[src/rtl/trc_pkg.sv]
`timescale 1ns/1ps
package trc_pkg;
   localparam int unsigned TRC_DEPTH_DEF  = 8;
   localparam int unsigned TRC_DATA_W_DEF = 16;
   localparam int unsigned TRC_ADDR_W_DEF = 5;
   localparam int unsigned TRC_STAT_OFS   = 'h0F;

   typedef enum logic [1:0] {
      RST_NONE = 2'd0,
      RST_KEEP = 2'd1,
      RST_DROP = 2'd2
   } trc_rst_e;

   function automatic trc_rst_e trc_rst_kind(input logic por_n, input logic sys_rst_n,
                                             input logic en, input logic beg);
      if (!por_n)                 return RST_DROP;
      if (sys_rst_n)              return RST_NONE;
      if (en && !beg)             return RST_KEEP;
      return RST_DROP;
   endfunction
endpackage

[src/rtl/trc_store.sv]
`timescale 1ns/1ps
module trc_store #(
   parameter int unsigned DEPTH     = 8,
   parameter int unsigned DATA_W    = 16,
   parameter bit          CLEAR_MEM = 1'b0,
   localparam int unsigned PTR_W    = $clog2(DEPTH)
) (
   input  logic              clk,
   input  logic              por_n,
   input  logic              ptr_clr,
   input  logic              wr_en,
   input  logic [DATA_W-1:0] wr_data,
   input  logic [PTR_W-1:0]  rd_ptr,
   output logic [DATA_W-1:0] rd_word
);
   logic [PTR_W-1:0]  wr_ptr_q;
   logic [DATA_W-1:0] mem [DEPTH];

   always_ff @(posedge clk) begin
      if (ptr_clr)    wr_ptr_q <= '0;
      else if (wr_en) wr_ptr_q <= wr_ptr_q + 1'b1;
   end

   generate
      if (CLEAR_MEM) begin : g_mem_clr
         always_ff @(posedge clk) begin
            if (!por_n) begin
               for (int i = 0; i < DEPTH; i++) mem[i] <= '0;
            end else if (wr_en) begin
               mem[wr_ptr_q] <= wr_data;
            end
         end
      end else begin : g_mem_plain
         always_ff @(posedge clk) begin
            if (wr_en && por_n) mem[wr_ptr_q] <= wr_data;
         end
      end
   endgenerate

   assign rd_word = mem[rd_ptr];
endmodule

[src/rtl/trc_count.sv]
`timescale 1ns/1ps
module trc_count #(
   parameter int unsigned DEPTH = 8,
   localparam int unsigned CNT_W = $clog2(DEPTH + 1)
) (
   input  logic             clk,
   input  logic             cnt_clr,
   input  logic             cnt_inc,
   output logic [CNT_W-1:0] cnt_o,
   output logic             full_o
);
   localparam logic [CNT_W-1:0] CNT_MAX = CNT_W'(DEPTH);
   logic [CNT_W-1:0] cnt_q;

   always_ff @(posedge clk) begin
      if (cnt_clr)                         cnt_q <= '0;
      else if (cnt_inc && cnt_q != CNT_MAX) cnt_q <= cnt_q + 1'b1;
   end

   assign cnt_o  = cnt_q;
   assign full_o = (cnt_q == CNT_MAX);
endmodule

[src/rtl/trc_readout.sv]
`timescale 1ns/1ps
module trc_readout #(
   parameter int unsigned DEPTH = 8,
   localparam int unsigned PTR_W = $clog2(DEPTH)
) (
   input  logic             clk,
   input  logic             ptr_clr,
   input  logic             drop_oldest,
   input  logic             pop,
   output logic [PTR_W-1:0] rd_ptr_o
);
   logic [PTR_W-1:0] rd_ptr_q;

   always_ff @(posedge clk) begin
      if (ptr_clr)                  rd_ptr_q <= '0;
      else if (drop_oldest || pop)  rd_ptr_q <= rd_ptr_q + 1'b1;
   end

   assign rd_ptr_o = rd_ptr_q;
endmodule

[src/rtl/trace_capture_buf.sv]
`timescale 1ns/1ps
module trace_capture_buf
   import trc_pkg::*;
#(
   parameter int unsigned DEPTH     = TRC_DEPTH_DEF,
   parameter int unsigned DATA_W    = TRC_DATA_W_DEF,
   parameter int unsigned ADDR_W    = TRC_ADDR_W_DEF,
   parameter int unsigned STAT_OFS  = TRC_STAT_OFS,
   parameter bit          CLEAR_MEM = 1'b0
) (
   input  logic              clk,
   input  logic              por_n,
   input  logic              sys_rst_n,
   input  logic              trc_en_i,
   input  logic              trc_begin_i,
   input  logic              arm_i,
   input  logic              disarm_i,
   input  logic              cap_valid_i,
   input  logic [DATA_W-1:0] cap_data_i,
   input  logic              rd_pop_i,
   output logic [DATA_W-1:0] rd_data_o,
   input  logic [ADDR_W-1:0] reg_addr_i,
   output logic [7:0]        reg_rdata_o
);
   localparam int unsigned PTR_W = $clog2(DEPTH);
   localparam int unsigned CNT_W = $clog2(DEPTH + 1);

   initial begin
      assert (DEPTH >= 2 && (DEPTH & (DEPTH - 1)) == 0)
         else $error("DEPTH must be a power of two");
      assert (CNT_W <= 8) else $error("count does not fit the status byte");
      assert (STAT_OFS < (1 << ADDR_W)) else $error("STAT_OFS outside address range");
   end

   trc_rst_e         rst_kind;
   logic             in_reset;
   logic             armed_q;
   logic             arm_go;
   logic             capture;
   logic             pop;
   logic             clr_all;
   logic [CNT_W-1:0] cnt;
   logic             full;
   logic [PTR_W-1:0] rd_ptr;
   logic [DATA_W-1:0] rd_word;

   assign rst_kind = trc_rst_kind(por_n, sys_rst_n, trc_en_i, trc_begin_i);
   assign in_reset = (rst_kind != RST_NONE);
   assign arm_go   = arm_i && !in_reset;
   assign capture  = armed_q && cap_valid_i && !in_reset && !arm_i;
   assign pop      = rd_pop_i && !armed_q && !in_reset;
   assign clr_all  = (rst_kind == RST_DROP) || arm_go;

   always_ff @(posedge clk) begin
      if (in_reset)      armed_q <= 1'b0;
      else if (arm_i)    armed_q <= 1'b1;
      else if (disarm_i) armed_q <= 1'b0;
   end

   trc_store #(.DEPTH(DEPTH), .DATA_W(DATA_W), .CLEAR_MEM(CLEAR_MEM)) u_store (
      .clk     (clk),
      .por_n   (por_n),
      .ptr_clr (clr_all),
      .wr_en   (capture),
      .wr_data (cap_data_i),
      .rd_ptr  (rd_ptr),
      .rd_word (rd_word)
   );

   trc_count #(.DEPTH(DEPTH)) u_count (
      .clk     (clk),
      .cnt_clr (clr_all),
      .cnt_inc (capture),
      .cnt_o   (cnt),
      .full_o  (full)
   );

   trc_readout #(.DEPTH(DEPTH)) u_readout (
      .clk         (clk),
      .ptr_clr     (clr_all),
      .drop_oldest (capture && full),
      .pop         (pop),
      .rd_ptr_o    (rd_ptr)
   );

   assign rd_data_o = (cnt == '0) ? '0 : rd_word;

   generate
      if (CNT_W < 8) begin : g_stat_pad
         assign reg_rdata_o = (reg_addr_i == ADDR_W'(STAT_OFS))
                              ? {{(8-CNT_W){1'b0}}, cnt} : 8'h00;
      end else begin : g_stat_full
         assign reg_rdata_o = (reg_addr_i == ADDR_W'(STAT_OFS)) ? 8'(cnt) : 8'h00;
      end
   endgenerate
endmodule

[config.mk]
export PLATFORM = sky130hd
export DESIGN_NAME = trace_capture_buf
export DESIGN_NICKNAME = d
export VERILOG_FILES = /design/src/rtl/trc_pkg.sv /design/src/rtl/trc_store.sv /design/src/rtl/trc_count.sv /design/src/rtl/trc_readout.sv /design/src/rtl/trace_capture_buf.sv
export SDC_FILE = /design/constraint.sdc
export NUM_CORES = 1
export LEC_CHECK = 0
export ABC_AREA = 0
export ABC_CLOCK_PERIOD_IN_PS = 3600
export BUFFER_PORTS_ARGS = -buffer_cell sky130_fd_sc_hd__buf_2
export CAP_MARGIN = 10
export CORE_MARGIN = 2
export CORE_UTILIZATION = 49
export CTS_CLUSTER_DIAMETER = 50
export DETAILED_ROUTE_END_ITERATION = 12
export HOLD_SLACK_MARGIN = 0.02
export PLACE_DENSITY = 0.67
export SLEW_MARGIN = 20
export SYNTH_ARGS = -nofsm -noshare
export SYNTH_HDL_FRONTEND = slang
export SYNTH_HIERARCHICAL = 1
export SYNTH_SLANG_ARGS = --single-unit
[constraint.sdc]
create_clock -name clk -period 3.6 [get_ports clk]
set_input_delay 0.36 -clock clk [delete_from_list [all_inputs] [get_ports clk]]
set_output_delay 0.36 -clock clk [all_outputs]
set_load 0.05 [all_outputs]
==> out/qor.yml <==
yosys:
  mappedNetlistArea_mm2: 0.005771
  synth-seq-cells: 139
  synth.mux.area_fraction: 0.1780
  yosys.area_share.simple: 0.06700
  synth_warnings: 6
  avgSynthCellArea_um2: 19.76
  ys_seq_area_frac: 0.7042
  ys_types: 41
  synthCells: 292
  synth_top_family_by_area: "multiplexers"
  synth_fa_ha_area_frac: 0.008673
  synth_xor_area_frac: 0.003036
  synth_compound_area_frac: 0.01474
floorplanning:
  rows: 39
  die_w_um: 112.5
  die_y_um: 112.5
  dieArea_mm2: 0.01266
  design.portCount: 54
  initial_utilization: 0.5032
  coreArea_mm2: 0.01147
drt:
  wire_per_inst_um: 20.18
  num_vias: 2917
  drc: 0
  drt_iter0_drc: 121
  drt_wl_total_um: 10470
  via_per_inst: 5.620
  firstDrtPassIters: 4
  ant_nets: 0
grt:
  track_usage: 0.1796
  antenna_found_initial: 0
  globalRouteOverflowTotal: 0
  grt_pass1_vias: 2979
  grt_pass1_wl_um: 16510
  grt_max_degree: 19
timing:
  slew_headroom: 0.4907
  period_share: 0.8081
  skew_ns: 0.01550
  min_period_ns: 2.909
  worstMarginPinSlew_ns: 0.7611
  rsz0062_at_grt: "no"
  timing.fmax_mhz: 343.7
  hold_viol_final: 0
  drv_slew: 0
  fin_setup_tns_ns: 0
  setup_viol: 0
final_layout:
  final_nets: 397
  multiInputGateArea_mm2: 0.001592
  final_common_cell: "edfxtp_1"
  n_fill_cell: 843
  final_cell_mix: "128 x edfxtp_1, 49 x buf_2, 28 x mux4_1, 17 x clkbuf_16, 17 x mux2_2"
  insertedDiodeCount: 0
  fin_util: 0.5945
  ff_latch_area_mm2: 0.004065
  syn2layout_area_growth_pct: 18.15
  drive_gt1_frac: 0.3457
worst_setup_path:
  endpoint: "rd_data_o[0]"
  endpoint_kind: "output pin"
  rr_endpoint: "u_store/mem[1][10]"
  crit_fanout: 18
  worst_ep_arrival_time_ns: 2.55
  worstRegToRegCells: 6
  rr_startpoint: "armed_q"
  regToRegSetupSlack_ns: 1.43
  critPathKind: "register to output pin"
  critPathRequiredTime_ns: 3.24
  crit_start: "u_readout/rd_ptr_o[2]"
  crit_path_start_kind: "register"
clock_network:
  cts_setup_buffers: 0
  htree_levels: 4
  clock_latency_ns: 0.41
  cts_tree: "done"
  cts_resized: 0
  hold_buffers: 0
  clock-sinks: 139
  numCtsBuffers: 17
  clk_path_buf_depth: 2
  cts-root-buf: "clkbuf_16"
  clkSlewWorstSetupHoldPaths_ns: 0.06
power:
  ir_worst_vdd_mv: 0.5962
  powerDensity_mw_per_mm2: 513.1
  power_w: 0.003498
  p_leak_nw: 2.326
placement:
  port-buffer-count: 49
  dp_hpwl_um: 6099
  globalplace.congestion: 0.6896
flow_run:
  max_cap_violations: 0
min_path:
  min_path_type: "primary input to register"
outcome:
  status: "completed"
## Yosys cell counts (all sizes together)
cell type  count  area share
dfxtp         11       0.038
inv            8      0.0052
a21o           2      0.0030
conb           1     0.00065
and2b          6      0.0091
a31oi          1      0.0011
nor2b         11       0.012
nand2          7      0.0046
nand3b         3      0.0061
nand2b         2      0.0022
xnor2          1      0.0015
nor2          11      0.0072
a21bo          1      0.0017
nand4b         1      0.0015
buf           13       0.018
or3b           2      0.0030
a21oi          6      0.0059
edfxtp       128        0.67
o21a           1      0.0013
nor4bb         1      0.0017
xor2           1      0.0015
or3            1      0.0011
o21ai          2      0.0017
nand3          4      0.0035
ha             4      0.0087
nor4           5      0.0080
mux2i          1      0.0017
nand4          1      0.0011
mux4          32        0.14
nor3b          2      0.0026
clkbuf         1     0.00087
mux2          17       0.033
nor3           4      0.0035
## kinds of logic after synthesis
group                    Yosys count
flip-flops                       139
AND/OR/NAND/NOR                   61
multiplexers                      50
buffers and inverters             22
AO/OA/AOI/OAI                     13
adder cells (fa/ha/maj)            4
XOR/XNOR                           2
other                              1
## worst max-delay path, stage by stage (launching register included)
cell and delay, ns:
dfxtp_1 0.77, buf_4 0.39, mux4_2 0.33, mux2_2 0.27
and2b_2 0.18, buf_2 0.20
## routing by layer
layer | wire, um | vias to the layer above | global-route usage
li1 | - | 1330 | -
met1 | 4575 | 1511 | 0.2268
met2 | 5387 | 74 | 0.3020
met3 | 447 | 2 | 0.05238
met4 | 62 | 0 | 0.05772
met5 | 0 | - | 0
## final cells by class
class	instances	share of cell area
Clock buffer	19	0.06350
Sequential cell	139	0.5963
Inverter	8	0.004404
Tap cell	143	0.02624
Clock inverter	13	0.02110
Multi-Input combinational cell	134	0.2334
Timing Repair Buffer	63	0.05506
## registers in the layout (all words and copies together), names as in the netlist
register,flops
u_count/cnt_o,4
armed_q,1
u_store/wr_ptr_q,3
u_readout/rd_ptr_o,3
u_store/mem,128
## power breakdown
part	internal (W)	total, W	switching [W]	leakage (nW)
logic	0.0000248	0.0000676	0.0000428	0.814
registers	0.00176	0.00176	0.00000229	1.24
clock network	0.00102	0.00167	0.000642	0.272
total	0.00281	0.00350	0.000687	2.33
## stage by stage
stage          cell area [um2]  hold slack (ns)  setup slack [ns]  std cells
4_1_cts                   6818           0.2076            0.6299        519
3_5_place_dp              6241           0.5173             1.095        487
2_1_floorplan             5782           0.4589            0.4643        295
6_report                  6818           0.2223            0.6907        519
5_1_grt                   6818           0.2144            0.5542        519
3_3_place_gp              6241           0.5010             1.114        487
## how the worst min path moves through the flow
stage | from | endpoint | cells after the start
finish | cap_data_i[15] | u_store/mem[5][15] | 1
detailed placement | armed_q | armed_q | 2
global placement | armed_q | armed_q | 2
CTS | cap_data_i[5] | u_store/mem[7][5] | 1
global route | cap_data_i[8] | u_store/mem[4][8] | 1
floorplan | cap_data_i[0] | u_store/mem[0][0] | 0
(Power assumes the default switching activity.)
